--- src/rtl/gpio_edge_bank_pkg.sv ---
package gpio_edge_bank_pkg;

    localparam int ADDR_W = 8;

    typedef enum logic [ADDR_W-1:0] {
        OFS_LEVEL     = 8'h00,
        OFS_DRIVE_EN  = 8'h04,
        OFS_PENDING   = 8'h0C,
        OFS_DATA_SET  = 8'h14,
        OFS_DATA_CLR  = 8'h18,
        OFS_EN_SET    = 8'h1C,
        OFS_EN_CLR    = 8'h20,
        OFS_RISE_MASK = 8'h28,
        OFS_FALL_MASK = 8'h2C
    } reg_ofs_e;

    typedef struct packed {
        logic data_set;
        logic data_clr;
        logic en_set;
        logic en_clr;
        logic rise_wr;
        logic fall_wr;
        logic pend_ack;
    } wr_dec_t;

    function automatic wr_dec_t decode_write(input logic wr, input logic [ADDR_W-1:0] a);
        wr_dec_t d;
        d          = '0;
        d.data_set = wr && (a == OFS_DATA_SET);
        d.data_clr = wr && (a == OFS_DATA_CLR);
        d.en_set   = wr && (a == OFS_EN_SET);
        d.en_clr   = wr && (a == OFS_EN_CLR);
        d.rise_wr  = wr && (a == OFS_RISE_MASK);
        d.fall_wr  = wr && (a == OFS_FALL_MASK);
        d.pend_ack = wr && (a == OFS_PENDING);
        return d;
    endfunction

endpackage

--- src/rtl/gpio_in_sync.sv ---
module gpio_in_sync #(
    parameter int WIDTH  = 32,
    parameter int STAGES = 2
) (
    input  logic             clk,
    input  logic             rst,
    input  logic [WIDTH-1:0] pad_in,
    output logic [WIDTH-1:0] level,
    output logic [WIDTH-1:0] rise,
    output logic [WIDTH-1:0] fall
);
    localparam int LAST = STAGES - 1;

    logic [STAGES-1:0][WIDTH-1:0] chain;
    logic [WIDTH-1:0]             prev;

    always_ff @(posedge clk) begin
        if (rst) begin
            chain <= '0;
            prev  <= '0;
        end else begin
            chain[0] <= pad_in;
            for (int s = 1; s < STAGES; s++) begin
                chain[s] <= chain[s-1];
            end
            prev <= chain[LAST];
        end
    end

    assign level = chain[LAST];
    assign rise  = chain[LAST] & ~prev;
    assign fall  = ~chain[LAST] & prev;
endmodule

--- src/rtl/gpio_setclr_reg.sv ---
module gpio_setclr_reg #(
    parameter int WIDTH = 32
) (
    input  logic             clk,
    input  logic             rst,
    input  logic             set_en,
    input  logic             clr_en,
    input  logic [WIDTH-1:0] bits,
    output logic [WIDTH-1:0] q
);
    logic [WIDTH-1:0] set_m;
    logic [WIDTH-1:0] clr_m;

    assign set_m = set_en ? bits : '0;
    assign clr_m = clr_en ? bits : '0;

    always_ff @(posedge clk) begin
        if (rst) q <= '0;
        else     q <= (q | set_m) & ~clr_m;
    end
endmodule

--- src/rtl/gpio_edge_pending.sv ---
module gpio_edge_pending #(
    parameter int WIDTH = 32
) (
    input  logic             clk,
    input  logic             rst,
    input  logic [WIDTH-1:0] rise,
    input  logic [WIDTH-1:0] fall,
    input  logic             rise_wr,
    input  logic             fall_wr,
    input  logic             ack_en,
    input  logic [WIDTH-1:0] wdata,
    output logic [WIDTH-1:0] rise_mask,
    output logic [WIDTH-1:0] fall_mask,
    output logic [WIDTH-1:0] pending,
    output logic             irq
);
    logic [WIDTH-1:0] pend_nxt;

    always_ff @(posedge clk) begin
        if (rst) begin
            rise_mask <= '0;
            fall_mask <= '0;
        end else begin
            if (rise_wr) rise_mask <= wdata;
            if (fall_wr) fall_mask <= wdata;
        end
    end

    for (genvar i = 0; i < WIDTH; i++) begin : g_bit
        logic hit;
        logic ack;
        assign hit         = (rise[i] & rise_mask[i]) | (fall[i] & fall_mask[i]);
        assign ack         = ack_en & wdata[i];
        // a fresh edge overrides an acknowledge in the same cycle
        assign pend_nxt[i] = hit | (pending[i] & ~ack);
    end

    always_ff @(posedge clk) begin
        if (rst) pending <= '0;
        else     pending <= pend_nxt;
    end

    assign irq = |pending;
endmodule

--- src/rtl/gpio_edge_bank.sv ---
module gpio_edge_bank
    import gpio_edge_bank_pkg::*;
#(
    parameter int NUM_PINS    = 32,
    parameter int SYNC_STAGES = 2
) (
    input  logic                clk,
    input  logic                rst,
    input  logic [ADDR_W-1:0]   bus_addr,
    input  logic [NUM_PINS-1:0] bus_wdata,
    input  logic                bus_wr,
    input  logic                bus_rd,
    output logic [NUM_PINS-1:0] bus_rdata,
    input  logic [NUM_PINS-1:0] pad_in,
    output logic [NUM_PINS-1:0] pad_out,
    output logic [NUM_PINS-1:0] pad_oe,
    output logic                irq
);
    wr_dec_t             dec;
    logic [NUM_PINS-1:0] level;
    logic [NUM_PINS-1:0] rise;
    logic [NUM_PINS-1:0] fall;
    logic [NUM_PINS-1:0] rise_mask;
    logic [NUM_PINS-1:0] fall_mask;
    logic [NUM_PINS-1:0] pending;
    logic [NUM_PINS-1:0] rd_mux;

    assign dec = decode_write(bus_wr, bus_addr);

    gpio_in_sync #(.WIDTH(NUM_PINS), .STAGES(SYNC_STAGES)) u_sync (
        .clk(clk), .rst(rst), .pad_in(pad_in),
        .level(level), .rise(rise), .fall(fall)
    );

    gpio_setclr_reg #(.WIDTH(NUM_PINS)) u_data (
        .clk(clk), .rst(rst), .set_en(dec.data_set), .clr_en(dec.data_clr),
        .bits(bus_wdata), .q(pad_out)
    );

    gpio_setclr_reg #(.WIDTH(NUM_PINS)) u_oe (
        .clk(clk), .rst(rst), .set_en(dec.en_set), .clr_en(dec.en_clr),
        .bits(bus_wdata), .q(pad_oe)
    );

    gpio_edge_pending #(.WIDTH(NUM_PINS)) u_pend (
        .clk(clk), .rst(rst), .rise(rise), .fall(fall),
        .rise_wr(dec.rise_wr), .fall_wr(dec.fall_wr),
        .ack_en(dec.pend_ack), .wdata(bus_wdata),
        .rise_mask(rise_mask), .fall_mask(fall_mask),
        .pending(pending), .irq(irq)
    );

    always_comb begin
        case (bus_addr)
            OFS_LEVEL:     rd_mux = level;
            OFS_DRIVE_EN:  rd_mux = pad_oe;
            OFS_PENDING:   rd_mux = pending;
            OFS_RISE_MASK: rd_mux = rise_mask;
            OFS_FALL_MASK: rd_mux = fall_mask;
            default:       rd_mux = '0;
        endcase
    end

    always_ff @(posedge clk) begin
        if (rst)         bus_rdata <= '0;
        else if (bus_rd) bus_rdata <= rd_mux;
    end
endmodule

--- config.mk ---
export PLATFORM = sky130hd
export DESIGN_NAME = gpio_edge_bank
export DESIGN_NICKNAME = d
export VERILOG_FILES = /design/src/rtl/gpio_edge_bank_pkg.sv /design/src/rtl/gpio_in_sync.sv /design/src/rtl/gpio_setclr_reg.sv /design/src/rtl/gpio_edge_pending.sv /design/src/rtl/gpio_edge_bank.sv
export SDC_FILE = /design/constraint.sdc
export NUM_CORES = 1
export LEC_CHECK = 0
export CAP_MARGIN = 25
export CORE_ASPECT_RATIO = 0.5
export CORE_UTILIZATION = 68
export CTS_CLUSTER_DIAMETER = 120
export DETAILED_ROUTE_END_ITERATION = 10
export DONT_BUFFER_PORTS = 1
export PLACE_DENSITY = 0.92
export SLEW_MARGIN = 5
export SYNTH_ARGS = -nofsm -noshare
export SYNTH_HDL_FRONTEND = slang
export SYNTH_HIERARCHICAL = 1
export SYNTH_SLANG_ARGS = --single-unit
--- constraint.sdc ---
create_clock -name clk -period 5.78 [get_ports clk]
set_input_delay 0 -clock clk [delete_from_list [all_inputs] [get_ports clk]]
set_output_delay 0 -clock clk [all_outputs]
set_load 0.02 [all_outputs]
==> metrics <==
Setup Buffers After CTS 0; clock sinks ~290; Syn Area/Cell ~10 um2; CTS root buffer clkbuf_16; Net Sw Power approximately 0.00089 W; total CTS buffers 23; slew margin rel. -17.5%; Synth top cells by count dfxtp_1 (288), nor2b_1 (160), nor2_1 (132); largest area contributor in the netlist dfxtp_1; synth unique cells 33; RSZ-0062 raised after global routing no; number of diodes 0; Clk network pwr share between 40% and 50%; drt pass-1 iters 8; Post-Synth Adder-Cell Area 0%; nets 1209; CP Launch Type input pin; # setup viols final 0; remaining global-route overflow 0; PD cells approximately 300 nW/um2; Primary FF master, synth dfxtp_1; Hold WC Path Type input pin to flop; Post-Syn Area 11800 um2; Initial Util a little over two thirds; TritonCTS clock tree done; Post-synth EDFFs 0; detail-routed net length per standard cell around 24 um; drt drc 0; main combinational cell family by area after synthesis compound AO/OA/AOI/OAI gates; Simple-Gate Fraction of Synth Area between 10% and 20%; Slowest cell on crit path and4bb_1; Reg power frac 53.8%; WP data arrival between 2000 and 3000 ps; Hold Slack -63.9 ps; Post-DP Area 11500 um2; CP cell instances or3b_1, and4bb_1, and2_2, buf_16, mux2i_1, nor2_1; Iter 0 DRT Violations roughly 1200; Top Ports 173; Synth area leaders dfxtp_1 (49%), mux2i_1 (9.6%), nor2b_1 (8.5%), a211oi_2 (7.4%), nor2_1 (4.2%); die height 95.1 um; Inst Count DP ~1300; maximum vdd drop around 230 uV; Worst Skew around 11 ps; Cell Rows 33; slowest stage delay, CP between 800 and 900 ps; CTS Buffer Depth 3; power share of the combinational group 5.3%; internal power 0.00294 W; Post-Syn Nets about 1200; P_leak roughly 4.5 nW; top-count cell post-synth dfxtp_1; Clk pin slew, worst setup/hold paths 70 ps; largest net degree at the start of global routing approximately 280; met2 wire length between 15 and 20 mm; DR top layer met4; worst-margin pin slew roughly 1800 ps; Die W approximately 190 um; # H-tree levels 1; cells after synthesis between 1000 and 1500; antenna violations before repair 0; Synth Area in XOR/XNOR 0%; post-synth top area share between 40% and 50%; CP endpoint kind flop; WP data required between 6000 and 7000 ps; Fin. Hold Viols 8; global-route wire length before repair about 49 mm; drt via density just under 7; period utilization roughly 39%; vias in the first global route 9389; Clock Latency Late Sink ~520 ps; met1 WL about 12 mm; Core ar. around 17000 um2; met3 wire len ~3.4 mm; Layout area overhead 10.2%; final worst path period need roughly 2300 ps; post-synthesis compound-gate area fraction between 10% and 20%; DIE AREA between 15000 and 20000 um2; Crit Path Category input pin to flop; HPWL after DPL between 15 and 20 mm; GRT Overall Usage 34.8%; total wire length 32.9 mm; Fmax 443 MHz; fillers approximately 960; RePlAce Congestion roughly 0.86; via count 9329; Slew Viols, Final 166; antenna-violating nets left 0; layout cells sized above 1 13.2%; violated checks hold timing, slew limit; PortBufs 0; Ys Warns 6; setup TNS 0 ps; count of state elements after synthesis roughly 290; sw frac roughly 23%; mux contribution to synthesized area between 10 and 15%; Final Cell Area between 10000 and 15000 um2; register area share after synthesis between 40% and 50%; outcome finished with violations; max-cap violations 0; Non-Filler Instances 1375; Async SR Flop Fraction 0%; worst-path maximum fanout 18
stage by stage:
step	setup WS [ps]	util [%]	power, W
final	3520	77.9	0.00383
after detailed placement	3050	68.7	0.00219
after CTS	3520	77.7	0.00380
after global routing	3500	77.9	0.00393
after global placement	3110	68.7	0.00218
after floorplan	3740	-	0.00223
power by group through the flow:
stage	clock network, W	registers [W]	logic (W)
3_3_place_gp	0	0.00210	0.0000805
4_1_cts	0.00155	0.00206	0.000195
5_1_grt	0.00165	0.00206	0.000215
6_report	0.00156	0.00206	0.000204
2_1_floorplan	0	0.00210	0.000134
3_5_place_dp	0	0.00210	0.0000835
layout make-up:
cell class	instances	area, um2	share of cell area, %
well taps	227	284	2.19
multi-input cells	736	5350	41.1
flip-flops and latches	288	5770	44.4
repair buffers	84	883	6.80
clock buffers	32	649	5.00
clock inverters	8	70.1	0.539
layout by cell type (no fill, tap or decap), drive strengths merged:
cell,instances
nand4,3
a22oi,32
o22ai,17
buf,12
nor3,19
dlygate4sd3,72
nor4bb,1
and2,1
dfxtp,288
mux2i,113
a211oi,81
nand4bb,1
nor2b,160
bufinv,1
clkbuf,32
mux2,15
o221a,15
clkinv,5
nand3b,1
a222oi,32
nor2,133
or2,1
nor4,8
nor3b,1
or4,1
nand2,33
nand3,2
and4bb,1
a21oi,64
or3b,1
clkinvlp,2
layer usage:
layer | global-route usage, % | vias to the layer above
li1 | - | 4027
met5 | 0 | -
met1 | 40.8 | 4492
met2 | 59.3 | 658
met3 | 9.24 | 152
met4 | 18.9 | 0
path summary, 6_finish.rpt:
path / startpoint / to / slack, ps / cells after the start
setup / recovery: bus_addr[1] / u_pend/rise_mask[19]$_SDFFE_PP0P_ / 3520 / 6
hold reg to reg: u_sync/chain[7]$_SDFF_PP0_ / u_sync/level[7]$_SDFF_PP0_ / 440 / 1
hold / removal: rst / u_pend/fall_mask[16]$_SDFFE_PP0P_ / -60 / 2
setup reg to reg: u_oe/q[16]$_SDFF_PP0_ / bus_rdata[16]$_SDFFE_PP0P_ / 3950 / 5
cells by family after synthesis:
group | Yosys count
AND/OR/NAND/NOR | 367
flip-flops | 288
AO/OA/AOI/OAI | 241
multiplexers | 128
buffers and inverters | 114
worst max-delay path, delay by kind of cell:
family	cells	cell delay [ps]
AND/OR/NAND/NOR	4	2040
buffers and inverters	1	260
multiplexers	1	280
timing repair:
| action | CTS | global route |
|---|---|---|
| endpoints found under the hold margin | 288 | 1 |
| hold buffers | 74 | 1 |
| gates resized for setup | 0 | 0 |
Power figures use the tool's default switching activity.
